--- config.mk ---
export PLATFORM = sky130hd
export DESIGN_NAME = cfgt_target
export DESIGN_NICKNAME = d
export VERILOG_FILES = /design/src/rtl/cfgt_pkg.sv /design/src/rtl/cfgt_seq.sv /design/src/rtl/cfgt_space.sv /design/src/rtl/cfgt_target.sv
export SDC_FILE = /design/constraint.sdc
export NUM_CORES = 1
export LEC_CHECK = 0
export ABC_AREA = 1
export BUFFER_PORTS_ARGS = -buffer_cell sky130_fd_sc_hd__buf_4
export CAP_MARGIN = 15
export CORE_MARGIN = 1
export CORE_UTILIZATION = 39
export CTS_CLUSTER_DIAMETER = 100
export DETAILED_ROUTE_END_ITERATION = 16
export PLACE_DENSITY = 0.66
export SLEW_MARGIN = 20
export SYNTH_ARGS = -nofsm -noshare
export SYNTH_HDL_FRONTEND = slang
export SYNTH_HIERARCHICAL = 1
export SYNTH_SLANG_ARGS = --single-unit
--- constraint.sdc ---
create_clock -name clk -period 2 [get_ports clk]
set_input_delay 0.2 -clock clk [delete_from_list [all_inputs] [get_ports clk]]
set_output_delay 0.2 -clock clk [all_outputs]
set_load 0.01 [all_outputs]
--- src/rtl/cfgt_pkg.sv ---
package cfgt_pkg;

  typedef enum logic [2:0] {
    S_IDLE,
    S_WAIT,
    S_RESP,
    S_HOLD,
    S_TURN
  } seq_st_t;

  localparam int IDX_IDENT   = 0;
  localparam int IDX_CMDSTAT = 1;
  localparam int IDX_CLASS   = 2;
  localparam int IDX_TIMING  = 3;
  localparam int IDX_IOBASE  = 4;
  localparam int IDX_IRQ     = 15;

  // Merge new bytes into an old word; byte k follows enable bit k.
  function automatic logic [31:0] byte_merge(input logic [31:0] old_w,
                                             input logic [31:0] new_w,
                                             input logic [3:0]  en);
    logic [31:0] r;
    for (int k = 0; k < 4; k++)
      r[8*k +: 8] = en[k] ? new_w[8*k +: 8] : old_w[8*k +: 8];
    return r;
  endfunction

endpackage

--- src/rtl/cfgt_seq.sv ---
module cfgt_seq
  import cfgt_pkg::*;
#(
  parameter int IDX_W      = 6,
  parameter int DEVSEL_LAT = 2,
  parameter int TRDY_LAT   = 4
) (
  input  logic             clk,
  input  logic             rst_n,
  input  logic             frame,
  input  logic             irdy,
  input  logic             cfg_hit,
  input  logic             cfg_wr,
  input  logic [IDX_W-1:0] dw_idx,
  input  logic             eeprom_busy,
  output logic             devsel,
  output logic             trdy,
  output logic             stop,
  output logic             ctl_oe,
  output logic             ad_oe,
  output logic             wr_en,
  output logic [IDX_W-1:0] idx_q,
  output logic             addr_evt,
  output logic             busy_q
);

  localparam int CW = $clog2(TRDY_LAT + 1);

  seq_st_t       st;
  logic [CW-1:0] cnt;
  logic          wr_q;

  assign addr_evt = frame && cfg_hit && (st == S_IDLE || st == S_TURN);

  always_ff @(posedge clk or negedge rst_n) begin
    if (!rst_n) begin
      st     <= S_IDLE;
      cnt    <= '0;
      idx_q  <= '0;
      wr_q   <= 1'b0;
      busy_q <= 1'b0;
    end else begin
      case (st)
        S_IDLE, S_TURN: begin
          if (addr_evt) begin
            st     <= S_WAIT;
            cnt    <= CW'(1);
            idx_q  <= dw_idx;
            wr_q   <= cfg_wr;
            busy_q <= eeprom_busy;
          end else begin
            st <= S_IDLE;
          end
        end
        S_WAIT: begin
          cnt <= cnt + CW'(1);
          if (cnt == CW'(TRDY_LAT - 1)) st <= S_RESP;
        end
        S_RESP: begin
          if (busy_q) begin
            if (!frame) st <= S_TURN;
          end else if (irdy) begin
            st <= frame ? S_HOLD : S_TURN;
          end
        end
        S_HOLD: if (!frame) st <= S_TURN;
        default: st <= S_IDLE;
      endcase
    end
  end

  always_comb begin
    devsel = (st == S_WAIT && cnt >= CW'(DEVSEL_LAT)) ||
             st == S_RESP || st == S_HOLD;
    trdy   = (st == S_RESP) && !busy_q;
    stop   = ((st == S_RESP) && busy_q) || (st == S_HOLD);
    ctl_oe = devsel || (st == S_TURN);
    ad_oe  = devsel && (st != S_HOLD) && !wr_q && !busy_q;
    wr_en  = trdy && irdy && wr_q;
  end

endmodule

--- src/rtl/cfgt_space.sv ---
module cfgt_space
  import cfgt_pkg::*;
#(
  parameter int          IDX_W      = 6,
  parameter logic [31:0] ID_WORD    = 32'h7E51_0C4B,
  parameter logic [31:0] CLASS_WORD = 32'h0200_0003
) (
  input  logic             clk,
  input  logic             rst_n,
  input  logic             wr_en,
  input  logic [IDX_W-1:0] idx,
  input  logic [3:0]       be,
  input  logic [31:0]      wdata,
  output logic [31:0]      rdata
);

  localparam int NUM_DW = 1 << IDX_W;

  function automatic logic [31:0] wmask_of(input int i);
    case (i)
      IDX_CMDSTAT: return 32'h0000_0007;
      IDX_TIMING:  return 32'h0000_FFFF;
      IDX_IOBASE:  return 32'hFFFF_FFE0;
      IDX_IRQ:     return 32'h0000_00FF;
      default:     return 32'h0;
    endcase
  endfunction

  function automatic logic [31:0] fixed_of(input int i);
    case (i)
      IDX_IDENT:   return ID_WORD;
      IDX_CMDSTAT: return 32'h0080_0000;
      IDX_CLASS:   return CLASS_WORD;
      IDX_IOBASE:  return 32'h0000_0001;
      IDX_IRQ:     return 32'h0000_0100;
      default:     return 32'h0;
    endcase
  endfunction

  logic [31:0] words [NUM_DW];

  for (genvar g = 0; g < NUM_DW; g++) begin : g_dw
    if (wmask_of(g) != 32'h0) begin : g_rw
      logic [31:0] q;
      always_ff @(posedge clk or negedge rst_n) begin
        if (!rst_n)
          q <= '0;
        else if (wr_en && idx == IDX_W'(g))
          q <= byte_merge(q, wdata, be) & wmask_of(g);
      end
      assign words[g] = (q & wmask_of(g)) | fixed_of(g);
    end else begin : g_ro
      assign words[g] = fixed_of(g);
    end
  end

  assign rdata = words[idx];

endmodule

--- src/rtl/cfgt_target.sv ---
module cfgt_target #(
  parameter int          IDX_W      = 6,
  parameter int          DEVSEL_LAT = 2,
  parameter int          TRDY_LAT   = 4,
  parameter logic [31:0] ID_WORD    = 32'h7E51_0C4B,
  parameter logic [31:0] CLASS_WORD = 32'h0200_0003
) (
  input  logic             clk,
  input  logic             rst_n,
  input  logic             frame,
  input  logic             irdy,
  input  logic             cfg_hit,
  input  logic             cfg_wr,
  input  logic [IDX_W-1:0] dw_idx,
  input  logic [3:0]       be,
  input  logic [31:0]      ad_in,
  input  logic             eeprom_busy,
  output logic             devsel,
  output logic             trdy,
  output logic             stop,
  output logic             ctl_oe,
  output logic [31:0]      ad_out,
  output logic             ad_oe
);

  logic             wr_en;
  logic [IDX_W-1:0] idx_q;
  logic             addr_evt;
  logic             busy_q;
  logic [31:0]      rd_word;

  cfgt_seq #(
    .IDX_W(IDX_W), .DEVSEL_LAT(DEVSEL_LAT), .TRDY_LAT(TRDY_LAT)
  ) u_seq (
    .clk(clk), .rst_n(rst_n), .frame(frame), .irdy(irdy),
    .cfg_hit(cfg_hit), .cfg_wr(cfg_wr), .dw_idx(dw_idx),
    .eeprom_busy(eeprom_busy), .devsel(devsel), .trdy(trdy),
    .stop(stop), .ctl_oe(ctl_oe), .ad_oe(ad_oe), .wr_en(wr_en),
    .idx_q(idx_q), .addr_evt(addr_evt), .busy_q(busy_q)
  );

  cfgt_space #(
    .IDX_W(IDX_W), .ID_WORD(ID_WORD), .CLASS_WORD(CLASS_WORD)
  ) u_space (
    .clk(clk), .rst_n(rst_n), .wr_en(wr_en), .idx(idx_q),
    .be(be), .wdata(ad_in), .rdata(rd_word)
  );

  assign ad_out = ad_oe ? rd_word : 32'h0;

endmodule

==> metrics, run 1 <==
outcome=finished with violations; failing checks=negative setup slack; Remaining DRCs=0; Final Hold Fails=0; Worst Hold Class=in2reg; final wirelength=10.0 mm; Routed Antenna Nets=0; number of H-tree levels=3; slowest cell delay on critical path=0.41 ns; hpwl dp=6.96 mm; setup_tns=-0.00306 ns; Core Rows=35; post-synthesis sequential area ratio=45.5%; leading area contributor after synthesis=dfrtp_1; Worst Max-Slew Pin Slew=0.548 ns; cts bufs inserted=9; mean routed wirelength per cell=13.2 um; GRT Resource Usage Total=20.6%; gr ovfl total=0; CORE AREA=0.00928 mm^2; DP Worst Slack=0.172 ns; synthesized cell area=0.00374 mm^2; Via Count=3624; worst IR drop on VDD=0.000660 V; drt pass-1 iters=4; maximum clock frequency=499 MHz; fill count=900; DRT iter0 DRCs=195; Slew Limit Fails=0; syn_area_per_cell=7.28 um^2; Crit Path Class=reg2out; Final nets=677; placed inst area=0.00453 mm^2; worst reg-to-reg setup slack=0.23 ns; Post-synth EDFFs=0; startpoint types=flop; Max-Cap Viols=0; commonest cells in the netlist=nand2_1 (182), inv_1 (77), dfrtp_1 (68); critical path arrival=1.80 ns; die height=100 um; syn nets=566; min cycle time layout=2.00 ns; synthesized instance count=514; Worst EP required=1.80 ns; worst skew pair latency=0.35 ns; Initial Utilization=40.3%; layout cells sized above 1=32.7%; CP max-delay cell=dfrtp_1; vias per inst=4.77; initial antenna violation count=0; P per Cell Area=1160 mW/mm^2; Yosys Warn Count=6; Die Span X=100 um; skew final=0.0117 ns; Setup crit end kind=output pin; relative slew slack=63.3%; Fin Hold WS=0.0526 ns; crit path max fanout=7; top cells by area in the synthesized netlist=dfrtp_1 (45%), nand2_1 (18%), inv_1 (7.7%); largest net degree at the start of global routing=41; I/O pin count=86; Yosys cell types=27; area of the multi-input gates=0.00177 mm^2; die area=0.00999 mm^2; CTS tree=yes; RSZ-0062 raised after global routing=true; asr flop ratio synth=100%; vias in the first global route=3360; setup ws final=-0.00306 ns; part of the cycle the worst path needs=100%; Finished Core Util=56.6%; first-pass GRT wire length=16.0 mm; GP Congestion=0.823; Antenna Cells=0; final setup violation count=1; register area=0.00171 mm^2; crit path cell chain=nor2_4, buf_4, nand3_2, o22ai_1, nand2_1, inv_1, buf_6; share of the synthesized area in the top cell type=45.5%; #FFs+latches synth=68; most frequent cell after synthesis=nand2_1; clock-pin slew on the worst setup and hold paths=0.07 ns; Longest Clk Path Bufs=2; IO buf count=85; Final Instance Area=0.00525 mm^2; Top FF cell, synth=dfrtp_1; clock root buffer=clkbuf_8; clock sink count=68; Synth-to-Final Area Change=40.4%; P_leak=2.95 nW
[sequential cells by signal, summed over array words and instances, names as in the netlist]
register and cells:
u_seq/st 3, u_seq/cnt 3, u_seq/wr_q 1, u_seq/busy_q 1, u_seq/idx_q 6, u_space/g_dw.g_rw.q 54
[what timing repair did]
action / 4_1_cts / 5_1_grt
setup endpoints to repair: 33 / 32
gates resized for setup: 15 / 70
gates cloned: 2 / 2
hold buffers: 1 / 0
endpoints found under the hold margin: 39 / 0
buffers inserted: 7 / 8
pin swaps: 2 / 4
[worst max-delay path, delay by kind of cell, from the launching register on]
kind,cells,cell delay (ns)
simple gates,3,0.48
flops,1,0.41
buf+inv,3,0.32
compound gates,1,0.24
[layout make-up]
class,count,share of cell area [%]
multi-input cells,352,33.7
clock inverters,7,3.10
repair buffers,114,19.4
clock buffers,9,2.36
flip-flops and latches,68,32.5
inverters,80,5.91
well taps,129,3.07
[worst paths after layout]
| path | from | to | depth (start not counted) |
|---|---|---|---|
| min in group asynchronous | rst_n | u_space/g_dw[3].g_rw.q[15] | 2 |
| max in group asynchronous | rst_n | u_seq/idx_q[0] | 3 |
| min reg2reg | u_space/g_dw[4].g_rw.q[26] | u_space/g_dw[4].g_rw.q[26] | 2 |
| min | dw_idx[4] | u_seq/idx_q[4] | 3 |
| max reg2reg | u_seq/st[1] | u_space/g_dw[4].g_rw.q[20] | 11 |
| max | u_seq/idx_q[4] | ad_out[4] | 7 |
[per-layer routing]
layer,track usage (%),wire [um]
met5,0,0
met4,6.67,153
met3,3.69,609
met2,33.8,4860
met1,27.7,4420
[per-stage QoR]
step	cells	total power, mW
global route	759	6.48
CTS	750	5.69
floorplan	514	3.09
global placement	724	3.74
detailed placement	724	3.79
finish	759	6.12
[cell families after synthesis]
group | count (synthesis) | synth area share (%)
AND/OR/NAND/NOR | 291 | 34.1
buffers and inverters | 94 | 11.1
flip-flops | 68 | 45.5
AO/OA/AOI/OAI | 58 | 8.33
adder cells (fa/ha/maj) | 3 | 1.00
[cell usage in the layout (no fill, tap or decap), drive strengths merged, types with 3 or more instances in the layout]
cell / instances
dfrtp: 68
nand2: 190
buf: 111
clkbuf: 11
a21oi: 7
ha: 3
o21ai: 41
nor2: 57
or2: 3
bufinv: 5
nand3: 37
o22ai: 9
nor3: 3
inv: 80
[where the power goes]
part | internal (mW) | leakage (nW) | switching, mW
clock network | 1.08 | 0.139 | 0.531
registers | 1.60 | 0.817 | 0.199
logic | 1.15 | 1.99 | 1.56
total | 3.83 | 2.95 | 2.29
No activity file was read; power rests on OpenSTA's default activity.
==> run 2: changes to the inputs <==
ABC_AREA = default   (was 1)
PLACE_DENSITY = default   (was 0.66)
==> run 2 against run 1 <==
  * Critical path depth rose by 1
  * Sequential power fell by 3%
  * Via count fell by 18%
  * Sequential share of layout area fell by 0.25 points
  * First-iteration DRC count fell by 57%
  * Count of clock-buffer cells in the layout rose by 4
  * Combinational power barely moved
  * The run still ends with negative setup slack left
  * Synthesized cell count fell by 39%
  * Critical path type unchanged
  * Non-clock buffer count rose by 33
  * Cell area rose by 0.71%
==> metrics, run 2 <==
final wirelength=9.47 mm; Die Span X=99.1 um; CORE AREA=0.00920 mm^2; critical path arrival=1.94 ns; worst IR drop on VDD=0.000573 V; IO buf count=85; drt pass-1 iters=4; clock-pin slew on the worst setup and hold paths=0.07 ns; #FFs+latches synth=68; Setup crit end kind=output pin; Via Count=2967; Initial Utilization=40.0%; clock sink count=68; skew final=0.00475 ns; Synth Area in Simple Gates=19.3%; P_leak=2.67 nW; Worst EP required=1.80 ns; largest net degree at the start of global routing=40; post-synthesis sequential area ratio=46.3%; failing checks=negative setup slack; GRT Resource Usage Total=20.3%; largest registers=u_space/g_dw.g_rw.q x54, u_seq/idx_q x6; I/O pin count=86; relative slew slack=72.2%; DRT iter0 DRCs=83; leading area contributor after synthesis=dfrtp_1; hpwl dp=6.72 mm; register area=0.00171 mm^2; fill count=794; fraction of the mapped netlist area in compound gates=9.73%; syn_area_per_cell=11.7 um^2; asr flop ratio synth=100%; min cycle time layout=2.14 ns; setup ws final=-0.142 ns; CP Launch Point=u_seq/cnt[0]; Antenna Cells=0; worst skew pair latency=0.34 ns; Crit Path Class=reg2out; Worst Max-Slew Pin Slew=0.417 ns; syn nets=365; commonest cells in the netlist=dfrtp_1 (68), mux2_2 (63), and2_2 (32); Yosys Warn Count=6; commonest non-fill, non-tap cells in the layout=buf_4 (108), dfrtp_1 (65), mux2_2 (63); clock root buffer=clkbuf_8; die area=0.00982 mm^2; Yosys cell types=50; startpoint types=flop; crit path max fanout=7; Finished Core Util=57.5%; layout cells sized above 1=62.9%; GP Congestion=0.796; Clk pwr share=18.3%; Synth Area in XOR/XNOR=0%; Slew Limit Fails=0; combinational share of power=49.7%; placed inst area=0.00464 mm^2; vias per inst=5.23; first-pass GRT wire length=15.3 mm; Adder-Cell Fraction of Synth Area=1.02%; vias in the first global route=3025; Final Hold Fails=0; most frequent cell after synthesis=dfrtp_1; FF-to-FF path depth=8; RSZ-0062 raised after global routing=true; max FFs per register=54; Int Power=3.46 mW; main combinational cell family by area after synthesis=multiplexers; Worst Hold Class=in2reg; mean routed wirelength per cell=16.7 um; cts bufs inserted=9; Max-Cap Viols=0; sequential share of power=32.0%; final setup violation count=32; R2R Path End=u_seq/st[1]; top cells by area in the synthesized netlist=dfrtp_1 (46%), mux2_2 (19%), and2_2 (6.5%); Longest Clk Path Bufs=2; setup_tns=-3.71 ns; synthesized instance count=313; Top FF cell, synth=dfrtp_1; Core Rows=35; outcome=finished with violations; Final nets=504; crit path to=ad_out[9]; initial antenna violation count=0; area of the multi-input gates=0.00197 mm^2; CTS tree=yes; worst reg-to-reg setup slack=0.10 ns; P per Cell Area=1030 mW/mm^2; Routed Antenna Nets=0; Post-synth EDFFs=0; mux contribution to synthesized area=19.6%; die height=99.1 um; part of the cycle the worst path needs=107%; Sw Pwr=1.98 mW; Synth-to-Final Area Change=43.9%; share of the synthesized area in the top cell type=46.3%; Final Instance Area=0.00529 mm^2; maximum clock frequency=467 MHz; leading cell type in the layout, fill and taps excluded=buf_4; Biggest register=u_space/g_dw.g_rw.q; gr ovfl total=0; sw frac=36.4%; Remaining DRCs=0; number of H-tree levels=3; synthesized cell area=0.00368 mm^2; Worst R2R Start=u_seq/cnt[1]
==> run 2: worst min path at each step <==
stage          startpoint            to  slack, ns  cells after the start
6_report            frame   u_seq/st[2]       0.03                      2
5_1_grt             frame   u_seq/st[2]       0.02                      2
4_1_cts             frame   u_seq/st[2]       0.02                      2
3_5_place_dp        rst_n  u_seq/cnt[0]       0.16                      1
3_3_place_gp        rst_n  u_seq/cnt[0]       0.17                      1
2_1_floorplan       rst_n  u_seq/busy_q       -0.1                      0
==> run 2: repair_timing <==
item | in CTS | in global routing
setup buffers | 18 | 3
gates cloned | 1 | 2
endpoints found under the setup margin | 33 | 43
hold buffers | 1 | 0
endpoints found under the hold margin | 29 | 0
gates resized for setup | 69 | 19
pin swaps | 6 | 11
==> run 2: logic make-up (layout without fill, tap and decap cells) <==
kind of cell,Yosys count,count (layout)
mux,64,64
compound gates,50,50
fa+ha+maj,3,3
buf+inv,26,169
flops,68,68
simple gates,102,102
==> run 2: final cells by class <==
type                       count  area share (%)
clock buffer                  13            3.00
clock inverter                 2           0.189
inverter                       7           0.568
multi-input combinational    219            37.1
sequential                    68            32.2
tap                          111            2.62
timing repair buffer         147            24.2
==> run 2: power by group through the flow <==
| stage | clock (mW) | combinational, mW | sequential, mW |
|---|---|---|---|
| floorplan | 0 | 1.22 | 1.72 |
| global placement | 0 | 1.92 | 1.79 |
| detailed placement | 0 | 1.95 | 1.80 |
| CTS | 1.04 | 2.48 | 1.74 |
| global route | 1.10 | 2.91 | 1.76 |
| finish | 0.997 | 2.70 | 1.74 |
==> run 2: critical path, stage by stage (launching register included) <==
cell	delay [ns]
dfrtp_1	0.34
inv_1	0.06
ha_2	0.19
o31ai_4	0.24
a21oi_2	0.10
and3_4	0.23
buf_6	0.15
and2_2	0.16
buf_4	0.14
==> run 2: metal layers <==
layer  part of all wire [%]  track usage (%)
met2                     50             33.3
met1                     43             25.6
met5                      0                0
met3                    5.7             6.82
met4                   0.96             5.77
==> run 2: metrics by stage <==
| step | power [mW] | hold WS (ns) | instances | setup WS, ns |
|---|---|---|---|---|
| 6_report | 5.44 | 0.0344 | 567 | -0.142 |
| 5_1_grt | 5.78 | 0.0196 | 567 | -0.239 |
| 4_1_cts | 5.25 | 0.0158 | 562 | -0.140 |
| 3_5_place_dp | 3.74 | 0.164 | 527 | 0.0673 |
| 3_3_place_gp | 3.72 | 0.167 | 527 | 0.0927 |
| 2_1_floorplan | 2.95 | -0.0956 | 313 | 0.00136 |
